--- config.mk ---
export PLATFORM = sky130hd
export DESIGN_NAME = gs_blank_scan_seq
export DESIGN_NICKNAME = d
export VERILOG_FILES = /design/src/rtl/gsb_pkg.sv /design/src/rtl/gsb_tick_gen.sv /design/src/rtl/gsb_tri_counter.sv /design/src/rtl/gsb_swap_ctrl.sv /design/src/rtl/gs_blank_scan_seq.sv
export SDC_FILE = /design/constraint.sdc
export NUM_CORES = 1
export LEC_CHECK = 0
export BUFFER_PORTS_ARGS = -buffer_cell sky130_fd_sc_hd__buf_2
export CAP_MARGIN = 20
export CORE_UTILIZATION = 40
export DETAILED_ROUTE_END_ITERATION = 8
export GPL_ROUTABILITY_DRIVEN = 0
export PLACE_DENSITY = 0.68
export SYNTH_ARGS = -nofsm -noshare
export SYNTH_HDL_FRONTEND = slang
export SYNTH_HIERARCHICAL = 1
export SYNTH_SLANG_ARGS = --single-unit
--- constraint.sdc ---
create_clock -name clk -period 6.6 [get_ports clk]
set_clock_uncertainty 0.15 [all_clocks]
set_input_delay 0.33 -clock clk [delete_from_list [all_inputs] [get_ports clk]]
set_output_delay 0.33 -clock clk [all_outputs]
set_load 0.03 [all_outputs]
--- src/rtl/gsb_pkg.sv ---
// Package: shared types and derived-constant helpers for the blank/scan sequencer.
// Assumes integer Hz inputs; every division truncates.
package gsb_pkg;

    typedef enum logic {DIR_UP = 1'b0, DIR_DOWN = 1'b1} dir_e;

    // Prescale divisor ahead of the modulus-2 stage; never below 1.
    function automatic int calc_prediv(input int sys_hz, input int gs_hz);
        int d;
        d = sys_hz / (gs_hz * 4);
        return (d < 1) ? 1 : d;
    endfunction

    // Events counted between column swaps, minus one; never below 0.
    function automatic int calc_limit(input int gs_hz, input int top, input int scan_hz);
        int l;
        l = ((gs_hz / top) / scan_hz) / 2 - 1;
        return (l < 0) ? 0 : l;
    endfunction

    // Width of a counter that must hold 0..maxval, at least 1 bit.
    function automatic int width_for(input int maxval);
        return (maxval < 2) ? 1 : $clog2(maxval + 1);
    endfunction

endpackage

--- src/rtl/gsb_tick_gen.sv ---
// Module: tick source and grayscale clock.
// A divide-by-PRE_DIV counter feeds a modulus-2 stage. One tick is emitted
// per full pass of both stages, and gsclk toggles on every tick.
// Assumes PRE_DIV >= 1. Nothing advances while enable is low.
module gsb_tick_gen #(
    parameter int PRE_DIV = 21
) (
    input  logic clk,
    input  logic rst_n,
    input  logic enable,
    output logic tick,
    output logic gsclk
);
    import gsb_pkg::*;

    localparam int PW = width_for(PRE_DIV - 1);
    localparam logic [PW-1:0] PRE_LAST = PW'(PRE_DIV - 1);

    logic [PW-1:0] pre_cnt;
    logic          half;

    // Tick when both stages are at their last count.
    assign tick = enable && (pre_cnt == PRE_LAST) && half;

    // Prescaler and modulus-2 stage advance on enabled cycles.
    always_ff @(posedge clk) begin
        if (!rst_n) begin
            pre_cnt <= '0;
            half    <= 1'b0;
        end else if (enable) begin
            if (pre_cnt == PRE_LAST) begin
                pre_cnt <= '0;
                half    <= ~half;
            end else begin
                pre_cnt <= pre_cnt + 1'b1;
            end
        end
    end

    // Grayscale clock toggles on each tick.
    always_ff @(posedge clk) begin
        if (!rst_n) gsclk <= 1'b0;
        else if (tick) gsclk <= ~gsclk;
    end

    a_r11_no_tick_when_off: assert property (@(posedge clk) disable iff (!rst_n)
        !enable |=> $stable(gsclk));
    a_r2_gsclk_moves_on_tick: assert property (@(posedge clk) disable iff (!rst_n)
        !tick |=> $stable(gsclk));

endmodule

--- src/rtl/gsb_tri_counter.sv ---
// Module: center-aligned blank counter.
// Counts 0 up to TOP and back down to 0, one step per tick. blank is high
// below PAD. An event pulse is registered on the tick that leaves PAD
// while counting down; the matching up-count crossing makes no event.
// Assumes 1 <= PAD <= TOP.
module gsb_tri_counter #(
    parameter int TOP = 306,
    parameter int PAD = 50
) (
    input  logic clk,
    input  logic rst_n,
    input  logic tick,
    output logic blank,
    output logic evt
);
    import gsb_pkg::*;

    localparam int CW = width_for(TOP);
    localparam logic [CW-1:0] TOP_V = CW'(TOP);
    localparam logic [CW-1:0] PAD_V = CW'(PAD);
    localparam logic [CW-1:0] ONE_V = CW'(1);

    logic [CW-1:0] cnt;
    dir_e          dir;

    assign blank = (cnt < PAD_V);

    // Step the counter and turn it around at the ends.
    always_ff @(posedge clk) begin
        if (!rst_n) begin
            cnt <= '0;
            dir <= DIR_UP;
        end else if (tick) begin
            if (dir == DIR_UP) begin
                cnt <= cnt + 1'b1;
                if (cnt == TOP_V - ONE_V) dir <= DIR_DOWN;
            end else begin
                cnt <= cnt - 1'b1;
                if (cnt == ONE_V) dir <= DIR_UP;
            end
        end
    end

    // Register the down-count compare match.
    always_ff @(posedge clk) begin
        if (!rst_n) evt <= 1'b0;
        else        evt <= tick && (dir == DIR_DOWN) && (cnt == PAD_V);
    end

    a_r3_cnt_in_range: assert property (@(posedge clk) disable iff (!rst_n)
        cnt <= TOP_V);
    a_r3_turn_at_top: assert property (@(posedge clk) disable iff (!rst_n)
        ($past(dir) == DIR_UP && dir == DIR_DOWN) |-> cnt == TOP_V);
    a_r3_turn_at_zero: assert property (@(posedge clk) disable iff (!rst_n)
        ($past(dir) == DIR_DOWN && dir == DIR_UP) |-> cnt == '0);
    a_r5_event_opens_blank: assert property (@(posedge clk) disable iff (!rst_n)
        evt |-> $rose(blank));

endmodule

--- src/rtl/gsb_swap_ctrl.sv ---
// Module: column swap controller.
// Counts events. On the (LIMIT+1)-th event it pulses xlat, inverts the
// column and picks the next bank; a cycle later it requests the transfer.
// It tracks whether the streamer is busy and keeps a sticky overrun flag.
// Assumes evt is a one-cycle pulse spaced more than two cycles apart.
module gsb_swap_ctrl #(
    parameter int LIMIT = 7
) (
    input  logic clk,
    input  logic rst_n,
    input  logic evt,
    input  logic xfer_done,
    output logic xlat,
    output logic scan,
    output logic bank_sel,
    output logic xfer_start,
    output logic overrun
);
    import gsb_pkg::*;

    localparam int BW = width_for(LIMIT);
    localparam logic [BW-1:0] LIM_V = BW'(LIMIT);

    logic [BW-1:0] bcnt;
    logic          col;    // 0 = column 0, 1 = column 1
    logic          busy;

    assign scan = ~col;

    // Count events and perform the latch/toggle/bank step at the limit.
    always_ff @(posedge clk) begin
        if (!rst_n) begin
            bcnt     <= '0;
            col      <= 1'b0;
            bank_sel <= 1'b0;
            xlat     <= 1'b0;
        end else begin
            xlat <= 1'b0;
            if (evt) begin
                if (bcnt == LIM_V) begin
                    bcnt     <= '0;
                    xlat     <= 1'b1;
                    col      <= ~col;
                    bank_sel <= col;   // new column 0 -> bank 1, new column 1 -> bank 0
                end else begin
                    bcnt <= bcnt + 1'b1;
                end
            end
        end
    end

    // Issue the transfer request one cycle after the latch strobe.
    always_ff @(posedge clk) begin
        if (!rst_n) xfer_start <= 1'b0;
        else        xfer_start <= xlat;
    end

    // Track the open transfer and flag a start that lands on a busy streamer.
    always_ff @(posedge clk) begin
        if (!rst_n) begin
            busy    <= 1'b0;
            overrun <= 1'b0;
        end else if (xlat) begin
            busy <= 1'b1;
            if (busy && !xfer_done) overrun <= 1'b1;
        end else if (xfer_done) begin
            busy <= 1'b0;
        end
    end

    a_r6_xlat_one_cycle: assert property (@(posedge clk) disable iff (!rst_n)
        xlat |=> !xlat);
    a_r6_xlat_after_event: assert property (@(posedge clk) disable iff (!rst_n)
        xlat |-> $past(evt));
    a_r7_scan_only_with_xlat: assert property (@(posedge clk) disable iff (!rst_n)
        (scan != $past(scan)) |-> xlat);
    a_r7_scan_flips_on_xlat: assert property (@(posedge clk) disable iff (!rst_n)
        xlat |-> (scan != $past(scan)));
    a_r8_bank_only_with_xlat: assert property (@(posedge clk) disable iff (!rst_n)
        (bank_sel != $past(bank_sel)) |-> xlat);
    a_r9_start_after_xlat: assert property (@(posedge clk) disable iff (!rst_n)
        xfer_start |-> $past(xlat));
    a_r10_overrun_sticky: assert property (@(posedge clk) disable iff (!rst_n)
        $past(overrun) |-> overrun);

endmodule

--- src/rtl/gs_blank_scan_seq.sv ---
// Module: top of the grayscale blank and scan sequencer.
// It wires the tick source, the center-aligned blank counter and the column
// swap controller together, and derives the divisor, top and swap limit
// from the frequency parameters.
// Assumes SYS_HZ >= 4*GS_HZ and 1 <= BLANK_PAD.
module gs_blank_scan_seq #(
    parameter int SYS_HZ    = 84_000_000,
    parameter int GS_HZ     = 1_000_000,
    parameter int GS_COUNTS = 256,
    parameter int BLANK_PAD = 50,
    parameter int SCAN_HZ   = 200
) (
    input  logic clk,
    input  logic rst_n,
    input  logic enable,
    input  logic xfer_done,
    output logic gsclk,
    output logic blank,
    output logic xlat,
    output logic scan,
    output logic bank_sel,
    output logic xfer_start,
    output logic overrun
);
    import gsb_pkg::*;

    localparam int PRE_DIV = calc_prediv(SYS_HZ, GS_HZ);
    localparam int TOP     = GS_COUNTS + BLANK_PAD;
    localparam int LIMIT   = calc_limit(GS_HZ, TOP, SCAN_HZ);

    logic tick;
    logic evt;

    gsb_tick_gen #(.PRE_DIV(PRE_DIV)) i_tick (
        .clk(clk), .rst_n(rst_n), .enable(enable), .tick(tick), .gsclk(gsclk)
    );

    gsb_tri_counter #(.TOP(TOP), .PAD(BLANK_PAD)) i_cnt (
        .clk(clk), .rst_n(rst_n), .tick(tick), .blank(blank), .evt(evt)
    );

    gsb_swap_ctrl #(.LIMIT(LIMIT)) i_swap (
        .clk(clk), .rst_n(rst_n), .evt(evt), .xfer_done(xfer_done),
        .xlat(xlat), .scan(scan), .bank_sel(bank_sel),
        .xfer_start(xfer_start), .overrun(overrun)
    );

    a_r6_latch_inside_blank: assert property (@(posedge clk) disable iff (!rst_n)
        xlat |-> blank);
    a_r9_start_inside_blank: assert property (@(posedge clk) disable iff (!rst_n)
        xfer_start |-> blank);

endmodule

## Yosys cells after proc, flatten, opt, wreduce, memory -nomap -nowiden

Cells that the tools add are included.
Widths: inputs -> output; s select.

- Input port bits: 4
- Flip-flop bits (word level): 27
- Logic and storage cells: 46
- Output and inout port bits: 7

- Equality and inequality tests: 5
- Order comparisons: 1
- Add/sub/neg operators: 4
- Reductions and logical operators: 11
- Multiplexer cells: 9
- Bitwise gates (word level): 3

Operator list:

| kind | count |
|---|---|
| $add 9x1->9 const B | 1 |
| $eq 9x1->1 const B | 1 |
| $eq 9x6->1 const B | 1 |
| $eq 9x9->1 const B | 1 |
| $lt 9x6->1 const B | 1 |
| $mux 9 | 1 |
| $sub 9x1->9 const B | 1 |
| $reduce_and 2->1 | 4 |
| $mux 1 | 6 |
| $add 5x1->5 const B | 1 |
| $eq 5x5->1 const B | 1 |
| $logic_and 1x1->1 | 5 |
| $mux 5 | 1 |
| $add 3x1->3 const B | 1 |
| $eq 3x3->1 const B | 1 |
| $mux 3 | 1 |
| $not 1->1 | 3 |
| $reduce_bool 2->1 | 1 |
| $logic_not 1->1 | 1 |

## Longest topological paths before layout

- Depth in word-level cells: 5
- Depth in mapped cells: 9
- Gate-level depth less buffers: 8

## By module

The synthesis kept the hierarchy.

By module, submodules not included:

| module | area each (um^2) | cells each | times used | seq. area each (um^2) |
|---|---|---|---|---|
| gsb_tri_counter | 711.9 | 84 | 1 | 220.2 |
| gsb_swap_ctrl | 362.8 | 32 | 1 | 180.2 |
| gsb_tick_gen | 344.1 | 34 | 1 | 140.1 |

## Worst setup path before layout

No wires, ideal clock.

- Path kind: reg-to-reg
- From: register i_tick.pre_cnt[0]
- To: register i_cnt.cnt[7]
- Clock period less this slack: 2.283 ns
- Required time: 6.378 ns
- Buffers on the path: 1
- Cell stages (with the launch flop): 10
- Data arrival time: 2.061 ns
- Setup slack: 4.317 ns
- Path through: dfxtp_1 inv_1 ha_1 nand4_4 nor3b_2 clkbuf_1 nand2b_1 or3_1 o41ai_2 mux2i_1

- Longest elaborated chain between the ends: 3

RTL lines:

| element | line | source |
|---|---|---|
| start, declared | gsb_tick_gen.sv:19 | `logic [PW-1:0] pre_cnt;` |
| start signal, assigned | gsb_tick_gen.sv:35 | `pre_cnt <= pre_cnt + 1'b1;` |
| $eq 5x5->1 | gsb_tick_gen.sv:23 | `assign tick = enable && (pre_cnt == PRE_LAST) && half;` |
| $logic_and 1x1->1 (2 in a row) | gsb_tick_gen.sv:23 |  |
| via tick | gs_blank_scan_seq.sv:31 | `logic tick;` |
| end signal, assigned | gsb_tri_counter.sv:35 | `cnt <= cnt + 1'b1;` |
| end signal, assigned | gsb_tri_counter.sv:38 | `cnt <= cnt - 1'b1;` |
| end, declared | gsb_tri_counter.sv:23 | `logic [CW-1:0] cnt;` |

The timed path passes the listed nets, and every way through them passes these cells.
A chain may end at the register's enable or synchronous reset.

## Final worst setup path

Ends and elaborated chain as after synthesis.

==> summary.md <==
| Metric | Value |
|---|---|
| Antenna viol nets, final | `0` |
| Worst reg2reg path endpoint | `i_cnt/cnt[7]` |
| I/O Pins | `11` |
| Syn_nets | `163` |
| Type of the worst min-delay path | `in2reg` |
| GRT Total Usage | `0.141` |
| Hold Path Depth | `3` |
| Post-Syn Instances | `150` |
| Later-pin clock latency in the skew report | `320 ps` |
| Initial antenna violation count | `0` |
| R2R depth | `8` |
| Unique masters post-synth | `41` |
| Max-Cap Viols | `0` |
| Synth top area cells | `dfxtp_1 (38%), ha_1 (7.9%), mux2i_1 (5.6%)` |
| Total power | `0.247 mW` |
| Outcome | `finished clean` |
| Total gr overflow | `0` |
| Crit. End Element | `register` |
| Sequential area share after synthesis | `0.381` |
| Worst slew margin | `0.591` |
| Post-route worst setup slack | `4040 ps` |
| Setup TNS | `0 ps` |
| Final Setup Violations | `0` |
| Diodes inserted | `0` |
| Hold Path Origin | `xfer_done` |
| Pin count of the biggest net entering global routing | `26` |
| Worst IR Drop VDD | `0.0000603 V` |
| Fill cells | `353` |
| Die X-Extent | `61.6 um` |
| Pleak | `0.597 nW` |
| FF+latch count, synth | `27` |
| Leading area contributor after synthesis | `dfxtp_1` |
| Initial Util | `0.422` |
| Period utilisation layout | `0.387` |
| Critical Path RT | `6710 ps` |
| Max-slew violations | `0` |
| Clock transition at path regs | `150 ps` |
| Pre-CTS WS | `4050 ps` |
| Flop2flop setup slack | `4040 ps` |
| Vias after detailed routing | `1,027` |
| Area fraction of the dominant cell type after synthesis | `0.381` |
| Vias in the first global route | `950` |
| Die Outline Area | `3790 um^2` |
| # rows | `21` |
| Hold Buf Count CTS | `0` |
| Post-DP HPWL | `1760 um` |
| Startpoint types | `register` |
| Clk root buf | `clkbuf_4` |
| H-tree depth | `1` |
| Final Hold Viols | `0` |
| Area grow syn2layout | `6.44%` |
| Clock Path Buffers | `2` |
| Nets | `170` |
| DR iter-0 viols | `51` |
| Drt wl/cell | `11.7 um` |
| PwrDens | `163 nW/um^2` |
| Die height | `61.6 um` |
| Reg2reg start | `i_tick/pre_cnt[0]` |
| Reg area | `541 um^2` |
| Fraction of layout cells with a size suffix above 1 | `0.135` |
| Mean Syn Cell Area | `9.46 um^2` |
| Post-CTS Setup Bufs | `0` |
| Minimum clock period | `2560 ps` |
| WL final | `2360 um` |
| Worst Setup Path Type | `reg2reg` |
| Via density | `5.08` |
| Fraction of registers with async set/reset | `0` |
| CTS buffer count | `3` |
| EDFF count, synth | `0` |
| Slew @ Worst Pin | `610 ps` |
| Floorplan core area | `3360 um^2` |
| Crit path max fanout | `10` |
| Max frequency | `0.391 GHz` |
| Clk sink count | `27` |
| Detailed-router iteration count before antenna repair | `4` |
| Port Buffers | `10` |
| Ys Warns | `6` |
| Post_cts resized | `0` |
| Top FF cell, synth | `dfxtp_1` |
| Sink of the worst hold path | `i_swap/busy` |
| DRC Markers | `0` |
| Area occupied by multi-input gates | `806 um^2` |
| First-pass GRT wire length | `3890 um` |
| TritonCTS clock tree | `built` |
| RSZ-0062 raised after global routing | `no` |
| Synth Cell Area | `1420 um^2` |
| CP Data Arrival Time | `2670 ps` |
-- registers in the layout (all words and copies together), names as in the netlist --
name               cells
i_swap/bank_sel        1
i_cnt/cnt              9
i_swap/col             1
i_tick/gsclk           1
i_tick/half            1
i_swap/xfer_start      1
i_cnt/dir              1
i_tick/pre_cnt         5
i_swap/overrun         1
i_swap/bcnt            3
i_swap/busy            1
i_cnt/evt              1
i_swap/xlat            1
-- kinds of logic after synthesis --
| family | share of synthesized area |
|---|---|
| simple gates | 0.264 |
| flops | 0.381 |
| compound gates | 0.105 |
| buf+inv | 0.0511 |
| xor+xnor | 0.0556 |
| mux | 0.0644 |
| fa+ha+maj | 0.0794 |
-- cells in the mapped netlist, types with 5 or more instances --
master     n
dfxtp_1   27
nand2_1   10
ha_1       9
nor2_1     9
mux2i_1    8
inv_1      7
or3_1      7
nand2b_1   6
nor2b_1    6
clkbuf_1   5
o21ai_0    5
xnor2_1    5
-- how the worst max path moves through the flow --
stage                       from      endpoint  slack [ps]  depth (start not counted)
2_1_floorplan  i_tick/pre_cnt[0]  i_cnt/cnt[7]        4320                          9
3_3_place_gp   i_tick/pre_cnt[0]  i_cnt/cnt[7]        4130                          8
3_5_place_dp   i_tick/pre_cnt[0]  i_cnt/cnt[7]        4050                          8
4_1_cts        i_tick/pre_cnt[0]  i_cnt/cnt[7]        4020                          8
5_1_grt        i_tick/pre_cnt[0]  i_cnt/cnt[7]        3820                          8
6_report       i_tick/pre_cnt[0]  i_cnt/cnt[7]        4040                          8
-- metal layers --
metal | vias up | wire, um | share of wire | global-route usage
met1 | 472 | 1090 | 0.46 | 0.159
met5 | - | 0 | 0 | 0
met4 | 0 | 19 | 0.0081 | 0.0667
met2 | 17 | 1160 | 0.49 | 0.250
met3 | 2 | 91 | 0.039 | 0.0315
li1 | 536 | - | - | -
-- cell type report --
cell class | instances | area share
multi-input cells | 108 | 0.534
flip-flops and latches | 27 | 0.358
well taps | 46 | 0.0381
repair buffers | 10 | 0.0331
inverters | 7 | 0.0174
clock buffers | 3 | 0.0149
clock inverters | 1 | 0.00497
-- cells in the final DEF, fill, tap and decap left out, types with 2 or more instances in the layout --
master	Yosys	final
or3_1	7	7
buf_2	1	10
o21ai_0	5	5
xnor2_1	5	5
xor2_1	4	4
nand2_1	10	10
nor2_1	9	9
and2_1	2	2
ha_1	9	9
nand4_1	4	4
clkbuf_4	0	3
a31oi_1	3	3
nand2b_1	6	6
inv_1	7	7
o21a_1	2	2
a21oi_1	3	3
and4b_1	4	4
nor2b_1	6	6
mux2i_1	8	8
nor3b_1	2	2
dfxtp_1	27	27
-- where the power goes --
part,internal (mW),switching [mW]
registers,0.164,0.00145
logic,0.00404,0.00648
clock network,0.0231,0.0471
total,0.192,0.0550
-- through the flow --
| stage | cell area, um^2 | util | hold slack (ps) | instances |
|---|---|---|---|---|
| 2_1_floorplan | 1420 | - | 302 | 150 |
| 3_3_place_gp | 1480 | 0.440 | 292 | 198 |
| 3_5_place_dp | 1480 | 0.440 | 307 | 198 |
| 4_1_cts | 1510 | 0.449 | 159 | 202 |
| 5_1_grt | 1510 | 0.449 | 146 | 202 |
| 6_report | 1510 | 0.449 | 171 | 202 |
-- worst max-delay path, cell delays in order (launching register included) --
cell and delay [ps]:
dfxtp_1 360, inv_1 60, ha_1 180, nand4_4 120, nor3b_2 560, nand2b_1 200, or3_1 390, o41ai_2 260
mux2i_1 220
No activity file was read; power rests on OpenSTA's default activity.
